## config.mk

```make
export PLATFORM = sky130hd
export DESIGN_NAME = clkcfg_scan_chain
export DESIGN_NICKNAME = d
export VERILOG_FILES = /design/src/rtl/clkcfg_pkg.sv /design/src/rtl/clkcfg_rst_sync.sv /design/src/rtl/clkcfg_scan_shift.sv /design/src/rtl/clkcfg_commit_ctrl.sv /design/src/rtl/clkcfg_counter_bank.sv /design/src/rtl/clkcfg_scan_chain.sv
export SDC_FILE = /design/constraint.sdc
export NUM_CORES = 1
export LEC_CHECK = 0
export ABC_AREA = 1
export CAP_MARGIN = 30
export CORE_MARGIN = 2
export CORE_UTILIZATION = 60
export DETAILED_ROUTE_END_ITERATION = 8
export DONT_BUFFER_PORTS = 1
export GPL_TIMING_DRIVEN = 0
export PLACE_DENSITY_LB_ADDON = 0.05
export SYNTH_ARGS = -nofsm -noshare
export SYNTH_HDL_FRONTEND = slang
export SYNTH_SLANG_ARGS = --single-unit
export TNS_END_PERCENT = 50
```

## constraint.sdc

```tcl
create_clock -name scan_clk_i -period 18.6 [get_ports scan_clk_i]
set_input_delay 1.86 -clock scan_clk_i [delete_from_list [all_inputs] [get_ports scan_clk_i]]
set_output_delay 1.86 -clock scan_clk_i [all_outputs]
set_load 0.01 [all_outputs]
```

## src/rtl/clkcfg_pkg.sv

```systemverilog
`timescale 1ns/1ps
package clkcfg_pkg;

  typedef enum logic {
    ST_IDLE = 1'b0,
    ST_BUSY = 1'b1
  } upd_state_t;

  // commit slot, counted from zero, of a counter within the update window
  function automatic int unsigned slot_of(input int unsigned idx, input int unsigned lat);
    return idx % lat;
  endfunction

endpackage

```

## src/rtl/clkcfg_rst_sync.sv

```systemverilog
`timescale 1ns/1ps
module clkcfg_rst_sync (
  input  logic clk_i,
  input  logic arst_ni,
  output logic rst_no
);

  logic [1:0] sync_q;

  always_ff @(posedge clk_i or negedge arst_ni) begin
    if (!arst_ni) sync_q <= 2'b00;
    else          sync_q <= {sync_q[0], 1'b1};
  end

  assign rst_no = sync_q[1];

endmodule

```

## src/rtl/clkcfg_scan_shift.sv

```systemverilog
`timescale 1ns/1ps
module clkcfg_scan_shift #(
  parameter int unsigned CHAIN_W = 144
) (
  input  logic               clk_i,
  input  logic               rst_ni,
  input  logic               en_i,
  input  logic               din_i,
  output logic [CHAIN_W-1:0] chain_o,
  output logic               dout_o
);

  logic               en_q, en_d;
  logic [CHAIN_W-1:0] chain_q, chain_d;
  logic               shift_go;

  // the registered enable delays the first shift by one edge
  assign shift_go = en_q & en_i;

  always_comb begin
    en_d    = en_i;
    chain_d = chain_q;
    if (shift_go) chain_d = {chain_q[CHAIN_W-2:0], din_i};
  end

  always_ff @(posedge clk_i or negedge rst_ni) begin
    if (!rst_ni) begin
      en_q    <= 1'b0;
      chain_q <= '0;
    end else begin
      en_q    <= en_d;
      chain_q <= chain_d;
    end
  end

  assign chain_o = chain_q;
  assign dout_o  = chain_q[CHAIN_W-1];

  AST_HOLD_WHEN_OFF: assert property (@(posedge clk_i) disable iff (!rst_ni)
    !en_i |=> $stable(chain_o));
  AST_FIRST_EDGE_NO_SHIFT: assert property (@(posedge clk_i) disable iff (!rst_ni)
    $rose(en_i) |=> $stable(chain_o));
  AST_DOUT_ADVANCES: assert property (@(posedge clk_i) disable iff (!rst_ni)
    (en_i && $past(en_i)) |=> dout_o == $past(chain_o[CHAIN_W-2]));

endmodule

```

## src/rtl/clkcfg_commit_ctrl.sv

```systemverilog
`timescale 1ns/1ps
module clkcfg_commit_ctrl #(
  parameter int unsigned LAT = 8,
  parameter int unsigned ELW = 4
) (
  input  logic           clk_i,
  input  logic           rst_ni,
  input  logic           commit_i,
  output logic           capture_o,
  output logic           busy_o,
  output logic [ELW-1:0] elapsed_o
);

  import clkcfg_pkg::*;

  localparam logic [ELW-1:0] LAST = ELW'(LAT - 1);

  upd_state_t     state_q, state_d;
  logic [ELW-1:0] elapsed_q, elapsed_d;

  always_comb begin
    state_d   = state_q;
    elapsed_d = elapsed_q;
    unique case (state_q)
      ST_IDLE: begin
        if (commit_i) begin
          state_d   = ST_BUSY;
          elapsed_d = '0;
        end
      end
      ST_BUSY: begin
        if (elapsed_q == LAST) begin
          state_d   = ST_IDLE;
          elapsed_d = '0;
        end else begin
          elapsed_d = elapsed_q + 1'b1;
        end
      end
      default: begin
        state_d   = ST_IDLE;
        elapsed_d = '0;
      end
    endcase
  end

  always_ff @(posedge clk_i or negedge rst_ni) begin
    if (!rst_ni) begin
      state_q   <= ST_IDLE;
      elapsed_q <= '0;
    end else begin
      state_q   <= state_d;
      elapsed_q <= elapsed_d;
    end
  end

  assign busy_o    = (state_q == ST_BUSY);
  assign capture_o = (state_q == ST_IDLE) && commit_i;
  assign elapsed_o = elapsed_q;

  AST_BUSY_ENTRY: assert property (@(posedge clk_i) disable iff (!rst_ni)
    (commit_i && !busy_o) |=> busy_o);
  AST_BUSY_SOURCE: assert property (@(posedge clk_i) disable iff (!rst_ni)
    $rose(busy_o) |-> $past(commit_i));
  AST_NO_RESTART: assert property (@(posedge clk_i) disable iff (!rst_ni)
    (busy_o && commit_i && elapsed_o != LAST) |=> (busy_o && elapsed_o == $past(elapsed_o) + 1'b1));

endmodule

```

## src/rtl/clkcfg_counter_bank.sv

```systemverilog
`timescale 1ns/1ps
module clkcfg_counter_bank #(
  parameter int unsigned NUM_CNT = 9,
  parameter int unsigned CNT_W   = 16,
  parameter int unsigned LAT     = 8,
  parameter int unsigned ELW     = 4,
  parameter logic [NUM_CNT*CNT_W-1:0] RST_WORD = '0
) (
  input  logic                     clk_i,
  input  logic                     rst_ni,
  input  logic                     capture_i,
  input  logic [NUM_CNT*CNT_W-1:0] chain_i,
  input  logic                     busy_i,
  input  logic [ELW-1:0]           elapsed_i,
  output logic [NUM_CNT*CNT_W-1:0] word_o
);

  localparam int unsigned WORD_W = NUM_CNT * CNT_W;

  logic [WORD_W-1:0] pend_q, pend_d;

  // snapshot of the serial register taken at the commit edge
  always_comb begin
    pend_d = pend_q;
    if (capture_i) pend_d = chain_i;
  end

  always_ff @(posedge clk_i or negedge rst_ni) begin
    if (!rst_ni) pend_q <= RST_WORD;
    else         pend_q <= pend_d;
  end

  for (genvar g = 0; g < NUM_CNT; g++) begin : g_cnt
    localparam int unsigned      SLOT_I = clkcfg_pkg::slot_of(g, LAT);
    localparam logic [ELW-1:0]   SLOT   = ELW'(SLOT_I);
    logic             load;
    logic [CNT_W-1:0] cnt_q, cnt_d;

    assign load = busy_i && (elapsed_i == SLOT);

    always_comb begin
      cnt_d = cnt_q;
      if (load) cnt_d = pend_q[g*CNT_W +: CNT_W];
    end

    always_ff @(posedge clk_i or negedge rst_ni) begin
      if (!rst_ni) cnt_q <= RST_WORD[g*CNT_W +: CNT_W];
      else         cnt_q <= cnt_d;
    end

    assign word_o[g*CNT_W +: CNT_W] = cnt_q;
  end

  AST_IDLE_STABLE: assert property (@(posedge clk_i) disable iff (!rst_ni)
    !busy_i |=> $stable(word_o));
  AST_DONE_COMMITTED: assert property (@(posedge clk_i) disable iff (!rst_ni)
    $fell(busy_i) |-> (word_o == pend_q));
  AST_SNAPSHOT_KEPT: assert property (@(posedge clk_i) disable iff (!rst_ni)
    (busy_i && $past(busy_i)) |-> $stable(pend_q));

endmodule

```

## src/rtl/clkcfg_scan_chain.sv

```systemverilog
`timescale 1ns/1ps
module clkcfg_scan_chain #(
  parameter int unsigned NUM_CNT = 9,
  parameter int unsigned CNT_W   = 16,
  parameter int unsigned LAT     = 8,
  parameter logic [NUM_CNT*CNT_W-1:0] RST_WORD = {NUM_CNT{16'h0101}}
) (
  input  logic                             scan_clk_i,
  input  logic                             arst_ni,
  input  logic                             scan_en_i,
  input  logic                             scan_din_i,
  input  logic                             commit_i,
  output logic                             scan_dout_o,
  output logic                             busy_o,
  output logic [NUM_CNT*CNT_W-1:0]         cfg_word_o,
  output logic [NUM_CNT*(CNT_W/2)-1:0]     cnt_high_o,
  output logic [NUM_CNT*(CNT_W/2)-1:0]     cnt_low_o,
  output logic [NUM_CNT*(CNT_W/2+1)-1:0]   cnt_div_o
);

  localparam int unsigned CHAIN_W = NUM_CNT * CNT_W;
  localparam int unsigned HALF_W  = CNT_W / 2;
  localparam int unsigned DIV_W   = HALF_W + 1;
  localparam int unsigned ELW     = (LAT < 2) ? 1 : $clog2(LAT);

  logic               rst_n;
  logic [CHAIN_W-1:0] chain;
  logic               capture;
  logic [ELW-1:0]     elapsed;

  clkcfg_rst_sync u_rst_sync (
    .clk_i   (scan_clk_i),
    .arst_ni (arst_ni),
    .rst_no  (rst_n)
  );

  clkcfg_scan_shift #(.CHAIN_W(CHAIN_W)) u_shift (
    .clk_i   (scan_clk_i),
    .rst_ni  (rst_n),
    .en_i    (scan_en_i),
    .din_i   (scan_din_i),
    .chain_o (chain),
    .dout_o  (scan_dout_o)
  );

  clkcfg_commit_ctrl #(.LAT(LAT), .ELW(ELW)) u_ctrl (
    .clk_i     (scan_clk_i),
    .rst_ni    (rst_n),
    .commit_i  (commit_i),
    .capture_o (capture),
    .busy_o    (busy_o),
    .elapsed_o (elapsed)
  );

  clkcfg_counter_bank #(
    .NUM_CNT (NUM_CNT),
    .CNT_W   (CNT_W),
    .LAT     (LAT),
    .ELW     (ELW),
    .RST_WORD(RST_WORD)
  ) u_bank (
    .clk_i     (scan_clk_i),
    .rst_ni    (rst_n),
    .capture_i (capture),
    .chain_i   (chain),
    .busy_i    (busy_o),
    .elapsed_i (elapsed),
    .word_o    (cfg_word_o)
  );

  for (genvar g = 0; g < NUM_CNT; g++) begin : g_dec
    logic [HALF_W-1:0] hi, lo;
    assign hi = cfg_word_o[g*CNT_W + HALF_W +: HALF_W];
    assign lo = cfg_word_o[g*CNT_W +: HALF_W];
    assign cnt_high_o[g*HALF_W +: HALF_W] = hi;
    assign cnt_low_o[g*HALF_W +: HALF_W]  = lo;
    assign cnt_div_o[g*DIV_W +: DIV_W]    = {1'b0, hi} + {1'b0, lo};
  end

  AST_RESET_IDLE: assert property (@(posedge scan_clk_i)
    !rst_n |-> (!busy_o && !scan_dout_o));

endmodule

```

==> results.tsv, run 1 <==
stage	metric	value	unit
status	status	finished, final reports clean	
yosys	syn-num-nets	2317	
critical_path	cp.buffers_inverters	0	
final_layout	design_area	22810	µm²
critical_path	cpMostUsedCell	nand2_1	
routing	wirelength	44240	µm
grt	grt_pass1_wl	73420	µm
floorplanning	core_area	33620	µm²
clock_network	postCtsSetupBuffers	0	
clock_network	cts_num_sinks	439	
final_layout	area_delta_synth_final	10.96	%
critical_path	timing.rr.start	u_ctrl.busy_o	
yosys	yosysTopAreaCellShare	49.07	%
critical_path	cp.required	16.74	ns
timing	setup-violations-final	0	
clock_network	cts_buffer_depth	3	
critical_path	cp-start-kind	register	
placed_design	post_dp_cell_area	21280	µm²
timing	rsz0062_at_grt	no	
yosys	seq_area_frac_synth	53.67	%
placed_design	place_congestion	0.8871	
clock_network	cts_resized	0	
critical_path	crit_slowest_cell	dfstp_2	
critical_path	critPathCapture	cnt_div_o[67]	
critical_path	crit_chain	ha_1 -> fa_1 -> nand2_1 -> nand2_1 -> nand2_1 -> xnor2_1	
clock_network	h-tree-depth	2	
final_layout	drive_gt1_share	17.28	%
yosys	syn_area	20550	µm²
yosys	synth_edf_count	0	
final_layout	layout.nets	2370	
critical_path	critPathTopFamily	flip-flops	
critical_path	rr_worst_depth	5	
yosys	yosys_warnings	0	
clock_network	clock_latency	0.54	ns
placed_design	dp_hpwl	32010	µm
floorplanning	placementRows	67	
worst_hold_path	hold_class	reg2reg	
yosys	syn-mean-instance-area	9.238	µm²
placed_design	dp.cells	2679	
timing	skew	0.02038	ns
clock_network	cts_root_buf	clkbuf_16	
clock_network	clk_transition_reported_paths	0.06	ns
grt	grt-ovfl-total	0	
routing	drt_iter0_markers	816	
critical_path	critPathMaxStageDelay	0.62	ns
timing	post-route-min-period	4.181	ns
grt	grtUsageTotal	25.08	%
routing	wl_per_cell	16.00	µm
routing	postRouteAntennaNets	0	
job	drv_cap	0	
yosys	yosys.cell_types.count	25	
critical_path	critPathCaptureType	primary output	
critical_path	crit_start	u_bank.g_cnt[7].cnt_q[8]	
yosys	yosysTopAreaCell	dfrtp_1	
clock_network	postCtsHoldBufs	0	
critical_path	crit_type	reg2out	
yosys	async_flop_share	100.0	%
timing	slew_violations	0	
yosys	synthTopCellsByArea	dfrtp_1 (49%), nand2_1 (11%), o21ai_0 (8.6%)	
routing	vias	14480	
grt	antenna_found_initial	0	
grt	grt_pass1_vias	14500	
critical_path	reg2reg_slack	16.57	ns
timing	setup_tns	0	ns
timing	holdWs	0.3550	ns
floorplanning	die_height	189.1	µm
floorplanning	ios	376	
routing	drc_errors	0	
yosys	syn_inst	2225	
timing	worst_slew_pin_slew	0.8293	ns
pwr	power.density	100.8	nW/µm²
floorplanning	die-area	35750	µm²
grt	grt_max_degree	75	
timing	post-route-period-util	22.48	%
critical_path	cp.depth	6	
timing	hold_viol	0	
worst_hold_path	hold_depth	0	
clock_network	cts_made_buffers	45	
critical_path	cp.arrival	2.32	ns
floorplanning	die_width	189.1	µm
timing	maxClockFrequency	0.2392	GHz
pwr	peakVddDrop	0.06433	mV
yosys	ys.flop_type	dfrtp_1	
routing	dr.pass1.iters	5	
routing	routed_via_density	5.238	
final_layout	instances_no_fill	2764	
critical_path	path_max_fanout	4	
yosys	ys_ff_latch	439	
yosys	synth_commonest_cells	nand2_1 (580), dfrtp_1 (403), o21ai_0 (352)	
timing	slew_headroom	44.71	%
yosys	yosysMostFrequentCell	nand2_1	
floorplanning	start_util	61.14	%
pwr	leakage	11.43	nW
clock_network	tritoncts	done	
critical_path	r2r_end	u_bank.pend_q[76]	
placed_design	io_buffers	0	
## report_power, final
part           internal, W  switching [W]
sequential         0.00100      0.0000530
clock             0.000547       0.000363
combinational     0.000109       0.000225
total              0.00166       0.000641
## placed cells by master (no fill, tap or decap), drive strengths merged
cell type / netlist / final
mux2: 78 / 78
o21ai: 352 / 352
nand3: 47 / 47
nand3b: 13 / 13
or2: 11 / 11
xor2: 15 / 15
xnor2: 12 / 12
buf: 190 / 196
dfrtp: 403 / 403
ha: 78 / 78
a21oi: 31 / 31
clkbuf: 34 / 104
clkinvlp: 0 / 1
clkinv: 0 / 9
fa: 9 / 9
nand2: 583 / 583
bufinv: 0 / 3
o22ai: 1 / 1
diode: 0 / 1
dfstp: 36 / 36
nor2: 27 / 27
inv: 303 / 304
conb: 1 / 1
o31ai: 1 / 1
## cell families (layout without fill, tap and decap cells)
| family | count (synthesis) | count (layout) | share of synthesized area [%] |
|---|---|---|---|
| buffers and inverters | 527 | 617 | 12.61 |
| AND/OR/NAND/NOR | 681 | 681 | 13.26 |
| multiplexers | 78 | 78 | 4.273 |
| other | 1 | 2 | 0.01825 |
| flip-flops | 439 | 439 | 53.67 |
| XOR/XNOR | 27 | 27 | 1.151 |
| AO/OA/AOI/OAI | 385 | 385 | 9.393 |
| adder cells (fa/ha/maj) | 87 | 87 | 5.625 |
## layer usage
layer,vias up,GRT usage [%],share of wire [%]
li1,6986,-,-
met1,7032,34.59,45
met2,393,41.25,47
met3,67,4.523,5.3
met4,0,6.761,2.2
met5,-,0,0
## layout make-up
cell class,instances,area (µm²)
plain buffers,224,1454
repair buffers,6,165.2
clock buffers,70,1363
multi-input cells,1259,6932
well taps,448,560.5
diodes,1,2.502
clock inverters,14,158.9
flip-flops and latches,439,11030
fillers,2688,10810
inverters,303,1137
## through the flow
stage / power, W / setup WS, ns / util (%)
global placement: 0.001398 / 1.095 / 62.81
floorplan: 0.001310 / 5.521 / -
finish: 0.002299 / 14.42 / 67.85
CTS: 0.002324 / 14.39 / 67.84
global route: 0.002409 / 14.31 / 67.84
detailed placement: 0.001412 / 14.95 / 63.31
## worst reg2reg max path, cell delays in order, from the launching register on
cell      delay (ns)
dfrtp_1         0.49
inv_1           0.15
nand2_2         0.30
buf_2           0.39
clkbuf_1        0.42
o21ai_0         0.14
## sequential cells by signal, summed over array words and instances, names as in the netlist
register	cells
u_shift.en_q	1
u_shift.chain_o	144
u_ctrl.busy_o	1
u_bank.g_cnt.cnt_q	144
u_rst_sync.sync_q	2
u_ctrl.elapsed_o	3
u_bank.pend_q	144
## worst min path at each step
stage / from / end / slack (ns)
finish: u_rst_sync.sync_q[0] / u_rst_sync.sync_q[1] / 0.36
detailed placement: u_rst_sync.sync_q[0] / u_rst_sync.sync_q[1] / 0.35
CTS: u_rst_sync.sync_q[0] / u_rst_sync.sync_q[1] / 0.36
floorplan: u_rst_sync.sync_q[0] / u_rst_sync.sync_q[1] / 0.33
global placement: u_rst_sync.sync_q[0] / u_rst_sync.sync_q[1] / 0.34
global route: u_rst_sync.sync_q[0] / u_rst_sync.sync_q[1] / 0.37
(Power assumes the default switching activity.)
==> run 2, diff against run 1 <==
Settings changed: CORE_UTILIZATION 60 to 58.
Clock period 18.6 ns to 3.7 ns, I/O delays scaled along.
==> results.tsv, run 2 (same netlist as run 1, synthesis figures left out) <==
stage	metric	value	unit	change
status	status	finished, final reports clean		unchanged
grt	grtUsageTotal	24.61	%	was 25.08%
critical_path	critPathCaptureType	primary output		unchanged
clock_network	cts_made_buffers	44		was 45
pwr	leakage	11.40	nW	was 11.43 nW
floorplanning	ios	376		unchanged
floorplanning	start_util	59.21	%	was 61.14%
clock_network	clock_latency	0.54	ns	about the same
critical_path	cp-start-kind	register		unchanged
grt	antenna_found_initial	0		unchanged
floorplanning	die_height	192.2	µm	was 189.1 µm
pwr	power	0.01133	W	was 0.002299 W
grt	grt_max_degree	76		was 75
floorplanning	die_width	192.2	µm	was 189.1 µm
final_layout	multi_input_area	6932	µm²	unchanged
critical_path	path_max_fanout	4		unchanged
timing	post-route-min-period	2.745	ns	
final_layout	antenna_cells	0		was 1
critical_path	cp.arrival	2.38	ns	was 2.32 ns
placed_design	io_buffers	0		unchanged
critical_path	critPathTopFamily	flip-flops		unchanged
floorplanning	placementRows	68		was 67
timing	rsz0062_at_grt	no		unchanged
final_layout	layout_common_cells	nand2_1 (580), dfrtp_1 (402), o21ai_0 (352)		unchanged
routing	routed_via_density	5.171		was 5.238
timing	worst_slew_pin_slew	0.7596	ns	was 0.8293 ns
clock_network	cts_num_sinks	439		unchanged
final_layout	layout.nets	2372		was 2370
critical_path	cpMostUsedCell	nand2_1		unchanged
final_layout	design_area	22730	µm²	was 22810 µm²
final_layout	final_common_cell	nand2_1		unchanged
critical_path	crit_chain	ha_1 -> inv_1 -> fa_1 -> inv_1 -> nand2_1 -> nand2_1 -> nand3b_1 -> nand2_1 -> nand2_1 -> nand2_1		was ha_1 -> fa_1 -> nand2_1 -> nand2_1 -> nand2_1 -> xnor2_1
routing	drc_errors	0		unchanged
routing	drt_iter0_markers	806		was 816
timing	slew_violations	0		unchanged
timing	skew	0.02241	ns	was 0.02038 ns
timing	maxClockFrequency	0.3643	GHz	
final_layout	drive_gt1_share	17.08	%	was 17.28%
routing	wirelength	44570	µm	was 44240 µm
pwr	peakVddDrop	0.3756	mV	was 0.06433 mV
critical_path	crit_slowest_cell	dfstp_2		unchanged
critical_path	cp.required	3.33	ns	was 16.74 ns
final_layout	fin_util	65.49	%	was 67.85%
timing	post-route-period-util	74.19	%	
placed_design	place_congestion	0.8187		was 0.8871
clock_network	cts_root_buf	clkbuf_16		unchanged
clock_network	postCtsSetupBuffers	0		unchanged
clock_network	cts_resized	0		unchanged
floorplanning	die-area	36960	µm²	was 35750 µm²
clock_network	tritoncts	done		unchanged
routing	wl_per_cell	16.10	µm	was 16.00 µm
final_layout	register_area	11030	µm²	unchanged
worst_hold_path	hold_class	in2reg		was reg2reg
placed_design	post_dp_cell_area	21290	µm²	was 21280 µm²
critical_path	crit_type	reg2out		unchanged
pwr	power.density	498.5	nW/µm²	was 100.8 nW/µm²
floorplanning	core_area	34710	µm²	was 33620 µm²
critical_path	cp.buffers_inverters	2		was 0
routing	vias	14310		was 14480
grt	grt_pass1_wl	72950	µm	was 73420 µm
timing	holdWs	0.02079	ns	was 0.3550 ns
timing	setup-violations-final	0		unchanged
grt	grt-ovfl-total	0		unchanged
clock_network	cts_buffer_depth	3		unchanged
placed_design	dp_hpwl	32180	µm	was 32010 µm
clock_network	clk_transition_reported_paths	0.06	ns	about the same
timing	slew_headroom	49.36	%	was 44.71%
job	drv_cap	0		unchanged
critical_path	critPathMaxStageDelay	0.60	ns	was 0.62 ns
routing	dr.pass1.iters	5		unchanged
clock_network	h-tree-depth	2		unchanged
final_layout	area_delta_synth_final	10.61	%	was 10.96%
grt	grt_pass1_vias	14140		was 14500
timing	hold_viol	0		unchanged
final_layout	nFillCells	2914		was 2688
routing	postRouteAntennaNets	0		unchanged
==> run 2: changes by cell type in the layout (fill, tap and decap cells not counted) <==
cell,delta
clkinvlp_4,-1
bufinv_16,-1
diode_2,-1
clkinv_4,-1
clkinv_2,+2
dlygate4sd3_1,+3
inv_6,-1
clkbuf_8,-1
clkbuf_16,-2
==> run 2: where the power goes <==
part           internal (W)  leakage, nW  switching [W]
clock network       0.00256        0.702        0.00180
registers           0.00504         5.95       0.000265
logic              0.000547         4.74        0.00113
==> run 2: tightest hold or removal path: stages <==
cell and delay, ns:
nor2_1 0.03, nand2_1 0.05, o31ai_1 0.06
==> run 2: layer usage <==
| metal | global-route usage (%) | wire (µm) | vias up |
|---|---|---|---|
| li1 | - | - | 6975 |
| met1 | 34.06 | 20230 | 6924 |
| met2 | 40.09 | 20860 | 351 |
| met3 | 5.006 | 2506 | 64 |
| met4 | 6.019 | 979 | 0 |
| met5 | 0 | 0 | - |
==> run 2: path summary, 6_finish.rpt <==
| kind | startpoint | to | slack (ns) | depth (start not counted) |
|---|---|---|---|---|
| max in group asynchronous | u_rst_sync.sync_q[1] | u_bank.g_cnt[5].cnt_q[0] | 1.82 | 3 |
| max | u_bank.g_cnt[6].cnt_q[0] | cnt_div_o[60] | 0.95 | 10 |
| min | commit_i | u_ctrl.elapsed_o[0] | 0.02 | 3 |
| min in group asynchronous | arst_ni | u_rst_sync.sync_q[0] | 0.05 | 1 |
| min reg2reg | u_rst_sync.sync_q[1] | u_bank.g_cnt[3].cnt_q[1] | 0.36 | 0 |
| max reg2reg | u_ctrl.busy_o | u_bank.pend_q[109] | 1.62 | 5 |
==> run 2: metrics by stage <==
| step | setup slack (ns) | TNS, ns | cells |
|---|---|---|---|
| 4_1_cts | 0.9439 | 0 | 2768 |
| 2_1_floorplan | -0.5785 | -231.99 | 2225 |
| 3_5_place_dp | 1.530 | 0 | 2686 |
| 6_report | 0.9550 | 0 | 2768 |
| 5_1_grt | 0.8069 | 0 | 2768 |
| 3_3_place_gp | -2.049 | -824.26 | 2680 |
==> run 2: timing repair <==
item / CTS / global route
endpoints found under the hold margin: 4 / 0
hold buffers: 3 / 0
setup endpoints to repair: 0 / 0
==> run 2: layout make-up <==
type                    count  area share, %
inverters                 303          5.003
plain buffers             224          6.395
clock buffers              67          5.713
clock inverters            12         0.5008
well taps                 455          2.504
repair buffers              9         0.8586
flip-flops and latches    439          48.54
multi-input cells        1259          30.49
